**src/rtl/mac_instr_pkg.sv**
```systemverilog
package mac_instr_pkg;
  localparam int P_W   = 48;
  localparam int NPATH = 7;
  localparam int PATH_D = 0, PATH_A = 1, PATH_B = 2, PATH_C = 3;
  localparam int PATH_M = 4, PATH_P = 5, PATH_SEL = 6;
  localparam int SHIFT_AMT = 17;

  typedef enum logic [2:0] {PRE_A = 3'd0, PRE_ADD = 3'd1, PRE_DSUB = 3'd2,
                            PRE_D = 3'd3, PRE_NEGA = 3'd4} pre_e;
  typedef enum logic [1:0] {X_ZERO = 2'd0, X_CAT = 2'd1, X_P = 2'd2} xsel_e;
  typedef enum logic [1:0] {Z_ZERO = 2'd0, Z_C = 2'd1, Z_P = 2'd2, Z_PSH = 2'd3} zsel_e;
  typedef enum logic [1:0] {F_ADD = 2'd0, F_ZSUB = 2'd1, F_NEGZ = 2'd2} form_e;

  typedef struct packed {
    pre_e  pre;
    logic  b_one;
    logic  use_mult;
    xsel_e x;
    logic  y_c;
    zsel_e z;
    logic  cin_en;
    form_e form;
  } instr_t;

  function automatic instr_t mk(pre_e pre, logic b_one, logic use_mult, xsel_e x,
                                logic y_c, zsel_e z, logic cin_en, form_e form);
    instr_t r;
    r.pre = pre; r.b_one = b_one; r.use_mult = use_mult; r.x = x;
    r.y_c = y_c; r.z = z; r.cin_en = cin_en; r.form = form;
    return r;
  endfunction

  // 0 A*B, 1 (A+D)*B+P, 2 (D-A)*B+C+cin, 3 C-(A*B+cin), 4 D*B-P, 5 -A+(P>>>17), 6 A+D
  localparam instr_t [6:0] DEF_TABLE = {
    mk(PRE_ADD,  1'b1, 1'b1, X_ZERO, 1'b0, Z_ZERO, 1'b0, F_ADD),
    mk(PRE_NEGA, 1'b1, 1'b1, X_ZERO, 1'b0, Z_PSH,  1'b0, F_ADD),
    mk(PRE_D,    1'b0, 1'b1, X_ZERO, 1'b0, Z_P,    1'b0, F_NEGZ),
    mk(PRE_A,    1'b0, 1'b1, X_ZERO, 1'b0, Z_C,    1'b1, F_ZSUB),
    mk(PRE_DSUB, 1'b0, 1'b1, X_ZERO, 1'b0, Z_C,    1'b1, F_ADD),
    mk(PRE_ADD,  1'b0, 1'b1, X_ZERO, 1'b0, Z_P,    1'b0, F_ADD),
    mk(PRE_A,    1'b0, 1'b1, X_ZERO, 1'b0, Z_ZERO, 1'b0, F_ADD)
  };
endpackage

```
**src/rtl/mid_reg.sv**
```systemverilog
module mid_reg #(
  parameter int W = 8
) (
  input  logic         clk_i,
  input  logic         rst_ni,
  input  logic         ce_i,
  input  logic         clr_i,
  input  logic [W-1:0] d_i,
  output logic [W-1:0] q_o
);
  always_ff @(posedge clk_i or negedge rst_ni) begin
    if (!rst_ni)    q_o <= '0;
    else if (clr_i) q_o <= '0;
    else if (ce_i)  q_o <= d_i;
  end
endmodule

```
**src/rtl/mul_stage.sv**
```systemverilog
module mul_stage import mac_instr_pkg::*; #(
  parameter int A_W = 18,
  parameter int B_W = 18,
  parameter int D_W = 18
) (
  input  mac_instr_pkg::pre_e    pre_i,
  input  logic                   b_one_i,
  input  logic signed [A_W-1:0]  a_i,
  input  logic signed [B_W-1:0]  b_i,
  input  logic signed [D_W-1:0]  d_i,
  output logic signed [P_W-1:0]  m_o
);
  localparam int PRE_W  = ((A_W > D_W) ? A_W : D_W) + 1;
  localparam int PROD_W = PRE_W + B_W;

  logic signed [PRE_W-1:0]  ae, de, pre;
  logic signed [PROD_W-1:0] prod;

  assign ae = PRE_W'(a_i);
  assign de = PRE_W'(d_i);

  always_comb begin
    unique case (pre_i)
      PRE_ADD:  pre = ae + de;
      PRE_DSUB: pre = de - ae;
      PRE_D:    pre = de;
      PRE_NEGA: pre = -ae;
      default:  pre = ae;
    endcase
  end

  // unit factor passes the pre-adder straight through
  assign prod = b_one_i ? PROD_W'(pre) : pre * b_i;
  assign m_o  = P_W'(prod);
endmodule

```
**src/rtl/alu_stage.sv**
```systemverilog
module alu_stage import mac_instr_pkg::*; (
  input  mac_instr_pkg::instr_t ins_i,
  input  logic signed [P_W-1:0] m_i,
  input  logic signed [P_W-1:0] cat_i,
  input  logic signed [P_W-1:0] c_i,
  input  logic signed [P_W-1:0] p_i,
  input  logic                  cin_i,
  output logic signed [P_W-1:0] p_o
);
  logic signed [P_W-1:0] x, y, z, xy, ci;

  always_comb begin
    unique case (ins_i.x)
      X_CAT:   x = cat_i;
      X_P:     x = p_i;
      default: x = '0;
    endcase
    y = ins_i.y_c ? c_i : '0;
    unique case (ins_i.z)
      Z_C:     z = c_i;
      Z_P:     z = p_i;
      Z_PSH:   z = p_i >>> SHIFT_AMT;
      default: z = '0;
    endcase
    xy = ins_i.use_mult ? m_i : x + y;
    ci = P_W'({1'b0, ins_i.cin_en & cin_i});
    unique case (ins_i.form)
      F_ZSUB:  p_o = z - (xy + ci);
      F_NEGZ:  p_o = xy - z;
      default: p_o = xy + z + ci;
    endcase
  end
endmodule

```
**src/rtl/mac_instr_dp.sv**
```systemverilog
module mac_instr_dp import mac_instr_pkg::*; #(
  parameter int A_W = 18,
  parameter int B_W = 18,
  parameter int D_W = 18,
  parameter int N_INSTR = 7,
  parameter mac_instr_pkg::instr_t [N_INSTR-1:0] TABLE = mac_instr_pkg::DEF_TABLE,
  localparam int SEL_W = (N_INSTR > 1) ? $clog2(N_INSTR) : 1
) (
  input  logic                        clk_i,
  input  logic                        rst_ni,
  input  logic [NPATH-1:0]            ce_i,
  input  logic [NPATH-1:0]            clr_i,
  input  logic [SEL_W-1:0]            sel_i,
  input  logic signed [A_W-1:0]       a_i,
  input  logic signed [B_W-1:0]       b_i,
  input  logic signed [D_W-1:0]       d_i,
  input  logic signed [P_W-1:0]       c_i,
  input  logic                        cin_i,
  output logic signed [P_W-1:0]       p_o
);
  localparam int SEL_STAGES = 2;
  localparam int CAT_W = A_W + B_W;

  function automatic bit table_ok();
    bit any_mult = 1'b0, any_cat = 1'b0;
    for (int i = 0; i < N_INSTR; i++) begin
      any_mult |= TABLE[i].use_mult;
      any_cat  |= (TABLE[i].x == X_CAT);
    end
    return !(any_mult && any_cat);
  endfunction

  if (!table_ok()) begin : g_bad_table
    $error("instruction table mixes multiplier and concatenated operand");
  end
  if (CAT_W > P_W) begin : g_bad_width
    $error("concatenated operand wider than result");
  end

  function automatic instr_t decode(logic [SEL_W-1:0] s);
    if ({1'b0, s} < (SEL_W+1)'(N_INSTR)) return TABLE[s];
    return '0;
  endfunction

  // stage 1
  logic signed [A_W-1:0] a_q;
  logic signed [B_W-1:0] b_q;
  logic signed [D_W-1:0] d_q;
  logic signed [P_W-1:0] c_q1, c_q2;

  mid_reg #(A_W) u_a (.clk_i, .rst_ni, .ce_i(ce_i[PATH_A]), .clr_i(clr_i[PATH_A]), .d_i(a_i), .q_o(a_q));
  mid_reg #(B_W) u_b (.clk_i, .rst_ni, .ce_i(ce_i[PATH_B]), .clr_i(clr_i[PATH_B]), .d_i(b_i), .q_o(b_q));
  mid_reg #(D_W) u_d (.clk_i, .rst_ni, .ce_i(ce_i[PATH_D]), .clr_i(clr_i[PATH_D]), .d_i(d_i), .q_o(d_q));
  mid_reg #(P_W) u_c1 (.clk_i, .rst_ni, .ce_i(ce_i[PATH_C]), .clr_i(clr_i[PATH_C]), .d_i(c_i), .q_o(c_q1));
  mid_reg #(P_W) u_c2 (.clk_i, .rst_ni, .ce_i(ce_i[PATH_C]), .clr_i(clr_i[PATH_C]), .d_i(c_q1), .q_o(c_q2));

  // select and carry travel together, one stage per data stage
  logic [SEL_W:0] sc_pipe [SEL_STAGES+1];
  assign sc_pipe[0] = {cin_i, sel_i};
  for (genvar s = 0; s < SEL_STAGES; s++) begin : g_sel
    mid_reg #(SEL_W+1) u_r (.clk_i, .rst_ni, .ce_i(ce_i[PATH_SEL]), .clr_i(clr_i[PATH_SEL]),
                            .d_i(sc_pipe[s]), .q_o(sc_pipe[s+1]));
  end

  instr_t ins1, ins2;
  assign ins1 = decode(sc_pipe[1][SEL_W-1:0]);
  assign ins2 = decode(sc_pipe[2][SEL_W-1:0]);

  // stage 2
  logic signed [P_W-1:0]   m_d, m_q, cat_d, cat_q;
  logic signed [CAT_W-1:0] cat_raw;

  mul_stage #(.A_W(A_W), .B_W(B_W), .D_W(D_W)) u_mul (
    .pre_i(ins1.pre), .b_one_i(ins1.b_one), .a_i(a_q), .b_i(b_q), .d_i(d_q), .m_o(m_d));

  assign cat_raw = {a_q, b_q};
  assign cat_d   = P_W'(cat_raw);

  mid_reg #(P_W) u_m   (.clk_i, .rst_ni, .ce_i(ce_i[PATH_M]), .clr_i(clr_i[PATH_M]), .d_i(m_d), .q_o(m_q));
  mid_reg #(P_W) u_cat (.clk_i, .rst_ni, .ce_i(ce_i[PATH_M]), .clr_i(clr_i[PATH_M]), .d_i(cat_d), .q_o(cat_q));

  // stage 3
  logic signed [P_W-1:0] p_d, p_q;

  alu_stage u_alu (.ins_i(ins2), .m_i(m_q), .cat_i(cat_q), .c_i(c_q2), .p_i(p_q),
                   .cin_i(sc_pipe[2][SEL_W]), .p_o(p_d));

  mid_reg #(P_W) u_p (.clk_i, .rst_ni, .ce_i(ce_i[PATH_P]), .clr_i(clr_i[PATH_P]), .d_i(p_d), .q_o(p_q));

  assign p_o = p_q;
endmodule

```
**config.mk**
```make
export PLATFORM = sky130hd
export DESIGN_NAME = mac_instr_dp
export DESIGN_NICKNAME = d
export VERILOG_FILES = /design/src/rtl/mac_instr_pkg.sv /design/src/rtl/mid_reg.sv /design/src/rtl/mul_stage.sv /design/src/rtl/alu_stage.sv /design/src/rtl/mac_instr_dp.sv
export SDC_FILE = /design/constraint.sdc
export NUM_CORES = 2
export LEC_CHECK = 0
export BUFFER_PORTS_ARGS = -buffer_cell sky130_fd_sc_hd__buf_2
export CORE_MARGIN = 1.5
export CORE_UTILIZATION = 28
export CTS_CLUSTER_DIAMETER = 40
export DETAILED_ROUTE_END_ITERATION = 16
export HOLD_SLACK_MARGIN = 0.02
export SLEW_MARGIN = 10
export SYNTH_ARGS = -nofsm -noshare
export SYNTH_HDL_FRONTEND = slang
export SYNTH_SLANG_ARGS = --single-unit
```
**constraint.sdc**
```tcl
create_clock -name clk_i -period 8.65 [get_ports clk_i]
set_input_delay 1.73 -clock clk_i [delete_from_list [all_inputs] [get_ports clk_i]]
set_output_delay 1.73 -clock clk_i [all_outputs]
set_load 0.005 [all_outputs]
```
Word-level counts from Yosys, hierarchy flattened
Memory sizes are Yosys's and may differ from the RTL's.
Cells that the tools add are included.
- add/sub/neg operators: 9
- multipliers: 1
- $lt $le $gt $ge: 4
- eq/ne operators: 11
- muxes and demuxes: 35
- bitwise logic cells: 1
- reduce and logical (&&, ||, !) cells: 7
- operator list (cell ; count):
    two-way mux 48 bit ; 12
    one-hot mux 48 bit (2 select lines) ; 2
    one-hot mux 48 bit (3 select lines) ; 1
    two-way mux 18 bit ; 6
    adder 48 x 2 -> 48 bit ; 2
    adder 48 bit ; 2
    subtractor 48 bit ; 2
    one-hot mux 19 bit (4 select lines) ; 1
    two-way mux 13 bit ; 3
    multiplier 19 x 18 -> 37 bit ; 1
    two-way mux 37 bit ; 1
    two-way mux 9 bit ; 3
    adder 18 x 18 -> 19 bit ; 1
    negation 18 -> 19 bit ; 1
    subtractor 18 x 18 -> 19 bit ; 1
    two-way mux 4 bit ; 4
    nonzero test 2 bit ; 7
    == test 2 bit, second input constant ; 4
    < comparator 3 x 4 -> 1 bit, second input constant ; 2
    == test 2 x 1 -> 1 bit, second input constant ; 3
    == test 3 x 2 -> 1 bit, second input constant ; 2
    < comparator 3 bit, second input constant ; 2
    == test 3 x 1 -> 1 bit, second input constant ; 1
    == test 3 bit, second input constant ; 1
    2 further kinds ; 3
- register bits: 302
- bits in read-only memories: 208
- input bits: 122
- output and inout bits: 48
- logic and storage cells: 80
- memories: 2
- memory list (memory ; words ; width ; rd ports ; clocked after Yosys merged registers in ; wr ports ; RTL line ; RTL):
    (name not given) ; 8 ; 13 ; 1 ; 0 ; 0 ; mac_instr_dp.sv:41 ; if ({1'b0, s} < (SEL_W+1)'(N_INSTR)) return TABLE[s];
    (name not given) ; 8 ; 13 ; 1 ; 0 ; 0 ; mac_instr_dp.sv:41 ;

Longest topological paths before layout
- depth in word-level cells: 13
- depth in mapped cells: 43
- mapped depth without buffers: 42

By module
A second synthesis with hierarchy kept.
- cells, all modules: 4891
- area, all modules: 41711.3 µm²
- by module, submodules not included (module ; times used ; cells an instance ; area an instance (µm²) ; sequential area each (µm²)):
    mul_stage ; 1 ; 1816 ; 15232.1 ; 0.0
    alu_stage ; 1 ; 2073 ; 13940.9 ; 0.0
    mid_reg (u_c1 ...) ; 5 ; 155 ; 1969.4 ; 1201.2
    mid_reg (u_a ...) ; 3 ; 58 ; 739.5 ; 450.4
    mid_reg (g_sel[0].u_r ...) ; 2 ; 13 ; 160.2 ; 100.1
    mac_instr_dp ; 1 ; 27 ; 152.6 ; 0.0

Worst setup path before layout
Ideal clock, no wire load.
- path type: reg-to-reg
- from: register u_a.q_o[2]
- to: register u_m.q_o[32]
- setup time: 0.122 ns
- data arrival time: 9.345 ns
- data required time: 8.528 ns
- path slack: -0.817 ns
- stages on the path, launching flop included: 39
- buffers on the path: 2
- period minus slack after synthesis: 9.467 ns
- cell sequence: dfrtp_1 > buf_2 > or3_4 > nor4_4 > or4b_1 > nand2_1 > xor2_1 > ha_1 > and4_1 > a21oi_1 > nand3b_1 > o211ai_1 > a21oi_1 > and4_1 > a2111oi_2 > o221a_2 > buf_4 > and2_1 > [... 3 more ...] > fa_1 > inv_1 > fa_1 > fa_1 > inv_1 > fa_1 > inv_1 > ha_1 > a21o_1 > a21o_1 > a21oi_1 > o21a_1 > nand3_1 > a31oi_1 > nor2_1 > o41a_1 > or3_1 > a32o_1
- word-level cells in the longest chain between the ends: 6
- elaborated cells between the ends (all ways): 8
- classes of those cells: 3 x add/sub; 1 x mul; 4 x mux
- RTL lines (element ; RTL line ; RTL):
    from (decl) ; mid_reg.sv:9 ; output logic [W-1:0] q_o
    from (signal assigned) ; mid_reg.sv:14 ; else if (ce_i) q_o <= d_i;
    negation 18 -> 19 bit (tied with other cells) ; mul_stage.sv:27 ; PRE_NEGA: pre = -ae;
    one-hot mux 19 bit (4 select lines) * ; mul_stage.sv:23 ; unique case (pre_i)
    multiplier 19 x 18 -> 37 bit ; mul_stage.sv:33 ; assign prod = b_one_i ? PROD_W'(pre) : pre * b_i;
    two-way mux 37 bit * ; mul_stage.sv:33 ;
    two-way mux 48 bit * ; mid_reg.sv:14 ;
    two-way mux 48 bit * ; mid_reg.sv:13 ; else if (clr_i) q_o <= '0;
    to (signal assigned) ; mid_reg.sv:14 ;
    to (decl) ; mid_reg.sv:9 ;
Every way passes the cells marked *; elsewhere a longest branch is shown, timed or not. The select of a mux whose other input is x is not followed.
A chain may end at the register's enable or synchronous reset.

Worst setup path in the final report
Same ends and word-level chain as after synthesis.

==> out/summary.txt <==
Largest delay contributor family on the critical path - adder cells
Htree depth - 2
Depth of the worst hold-timing path - 2
Met2 Use GR - 0.318
Fin worst setup slack - -486 ps
Nets - 5439
Detail Route Antenna Nets - 0
CP endpoint - u_m.q_o[32]
Max incr delay on CP - 520 ps
Via count - 32607
Clock Latency Late Sink - 680 ps
Diode count - 0
DR DRC count - 0
Final worst-path cycle share - 1.06
Die W - 363 um
Initial antenna violation count - 3
Worst-path fanout max - 5
Leakage power total - 21.1 nW
Post-synth net total - 5148
Worst min-delay path class - reg -> reg
Worst VDD drop - 185 uV
#FFs+latches synth - 243
Status - finished with violations
Data required time of the critical path - 9170 ps
Setup Skew - 52.2 ps
Post-synth EDFFs - 0
Met3 usage - 0.0304
DR WL/cell - 20.0 um
Unique masters post-synth - 96
YS warnings - 0
Crit end category - register
Critical path type - reg -> reg
Clk pin slew, worst setup/hold paths - 50 ps
Share of layout cells above drive strength 1 - 0.166
CTS tree - done
Tightest Pin Transition - 1210 ps
CTS root buf - clkbuf_16
FMAX - 109 MHz
Vias/cell - 5.05
Crit. Startpoint - u_a.q_o[2]
WP depth - 37
Setup TNS - -4370 ps
Dpl hpwl - 102000 um
Total GRT Usage - 0.193
Drt pass-1 iters - 6
Post-Synthesis Cell Area - 0.0364 mm2
Largest net degree at the start of global routing - 94
CP startpoint kind - register
GRT Max-Usage Layer - met2
Reg2reg end - u_m.q_o[32]
Reg2reg start - u_a.q_o[2]
DR iter-0 viols - 3048
Final setup violation count - 19
Effective utilization at floorplan - 0.282
Vias in the first global route - 33024
Synthesized area per cell - 8.30 um2
Crit path DAT - 9650 ps
Post-layout util - 0.337
Die Y - 363 um
Post-Syn Instances - 4382
PwrDens - 270 mW/mm2
CTS Sinks - 243
Ys flop type - dfrtp_1
Row cnt - 132
Rel. slew slack - 0.194
Worst R2R Setup Slack - -490 ps
Max Root-Sink Buffers - 3
Full die area - 0.132 mm2
Crit path time final - 9140 ps
WP buf/inv - 5
Slowest cell on the critical path - or4b_4
Async SR Flop Fraction - 1.00
Cts bufs inserted - 52
IO Pins - 170
Failing checks - negative setup slack
GR Overflow Total - 0
Port buffer count - 169
Worst Reg2Reg Path Length in Cells - 37
Routed wire length - 129000 um
Most frequent CP cell - fa_1
P&R area growth vs syn - 19.7%
Core Area - 0.129 mm2
PnR Total Power - 0.0117 W
Final Max Tran Viols - 0
Final hold vios - 0
GP Congestion - 0.962
Global-route wire length before repair - 199000 um
Post-synthesis sequential area ratio - 0.167
Hold Worst Slack - 469 ps
RSZ-0062 raised after global routing - true
Met1 Usage GRT - 0.252
Max-cap violations - 0
==> registers in the layout, summed over array words and instances (netlist names) <==
name and count:
u_c1.q_o 48, u_c2.q_o 48, u_p.q_o 48, u_m.q_o 37, u_a.q_o 18, u_b.q_o 18
u_d.q_o 18, g_sel.u_r.q_o 8
==> what timing repair did <==
item                                    in CTS  in global routing
endpoints found under the setup margin      22                 24
gates resized for setup                     95                 60
hold buffers                                 0                  0
pin swaps                                   64                 24
buffers inserted                            23                  9
gates cloned                                 1                  1
==> final cells by class <==
cell class,count,area (um2)
fill,13478,85600
multi-input combinational,3224,27600
sequential,243,6080
timing repair buffer,483,3330
inverter,669,2510
tap,1742,2180
clock buffer,59,1370
clock inverter,39,478
==> worst min-delay path by stage <==
| stage | end | start | slack (ps) |
|---|---|---|---|
| 5_1_grt | u_m.q_o[23] | u_m.q_o[23] | 490 |
| 4_1_cts | u_m.q_o[28] | u_m.q_o[28] | 460 |
| 3_5_place_dp | u_m.q_o[28] | u_m.q_o[28] | 450 |
| 3_3_place_gp | u_m.q_o[28] | u_m.q_o[28] | 440 |
| 2_1_floorplan | u_m.q_o[19] | u_m.q_o[19] | 430 |
| 6_report | u_m.q_o[28] | u_m.q_o[28] | 470 |
==> cell usage in the layout (no fill, tap or decap), types with 18 or more instances in the layout <==
cell type,count
a21o_1,45
xor2_1,31
nor3_1,46
clkbuf_16,52
a211oi_1,24
o21a_1,37
a21oi_1,233
buf_4,296
nand3_1,38
o211ai_1,25
nand2_1,447
nor2_1,392
o31ai_1,40
inv_1,642
o21ai_0,107
a221oi_1,22
xnor2_1,159
dfrtp_1,240
and2_1,149
mux2_2,21
a31oi_1,27
mux2i_1,189
a22o_1,30
fa_1,378
ha_1,240
buf_2,167
a22oi_1,34
nor2b_1,32
o21bai_1,37
o221ai_1,18
nand2b_1,29
==> cell usage after synthesis, types with 26 or more instances <==
cell / number / share of area
nand3_1: 42 / 0.0058
dfrtp_1: 243 / 0.17
a21oi_1: 253 / 0.035
fa_1: 388 / 0.21
o21ai_0: 120 / 0.017
nand2b_1: 29 / 0.0050
a21o_1: 45 / 0.0093
a211oi_1: 26 / 0.0054
inv_1: 657 / 0.068
o21a_1: 40 / 0.0083
nor2b_1: 33 / 0.0057
xor2_1: 31 / 0.0075
nor2_1: 399 / 0.041
a31oi_1: 28 / 0.0048
ha_1: 256 / 0.088
and2_1: 159 / 0.027
a22oi_1: 34 / 0.0070
xnor2_1: 163 / 0.039
buf_1: 26 / 0.0027
mux2i_1: 189 / 0.052
nor3_1: 49 / 0.0067
clkbuf_1: 199 / 0.021
a22o_1: 31 / 0.0075
nand2_1: 454 / 0.047
o21bai_1: 37 / 0.0076
o31ai_1: 43 / 0.0089
==> power by group <==
group / internal, W / switching [W]
logic: 0.00353 / 0.00469
registers: 0.00125 / 0.000168
clock network: 0.00130 / 0.000815
total: 0.00608 / 0.00567
==> kinds of logic after synthesis <==
family / Yosys count / synth area share
multiplexers: 213 / 0.0601
AO/OA/AOI/OAI: 883 / 0.165
flip-flops: 243 / 0.167
adder cells (fa/ha/maj): 645 / 0.302
XOR/XNOR: 194 / 0.0467
AND/OR/NAND/NOR: 1288 / 0.163
buffers and inverters: 916 / 0.0955
==> metrics by stage <==
stage,worst slack (ps),cells,area [um2]
finish,-486,6459,43500
global route,-845,6459,43500
CTS,-389,6451,43300
detailed placement,-708,6330,40900
global placement,-647,6330,40900
floorplan,-349,4382,36600
==> tightest hold or removal path, delay by kind of cell, from the launching register on <==
kind             cells  cell delay, ps
flip-flops           1             330
AND/OR/NAND/NOR      2             110
==> metal layers <==
metal | up-vias | routed length (um) | part of all wire
met2 | 1101 | 60000 | 0.47
met4 | 4 | 5310 | 0.041
met3 | 248 | 7970 | 0.062
met1 | 16250 | 55600 | 0.43
met5 | - | 34 | 0.00026
li1 | 15004 | - | -
Note: power is estimated with default switching activity, not from simulation.
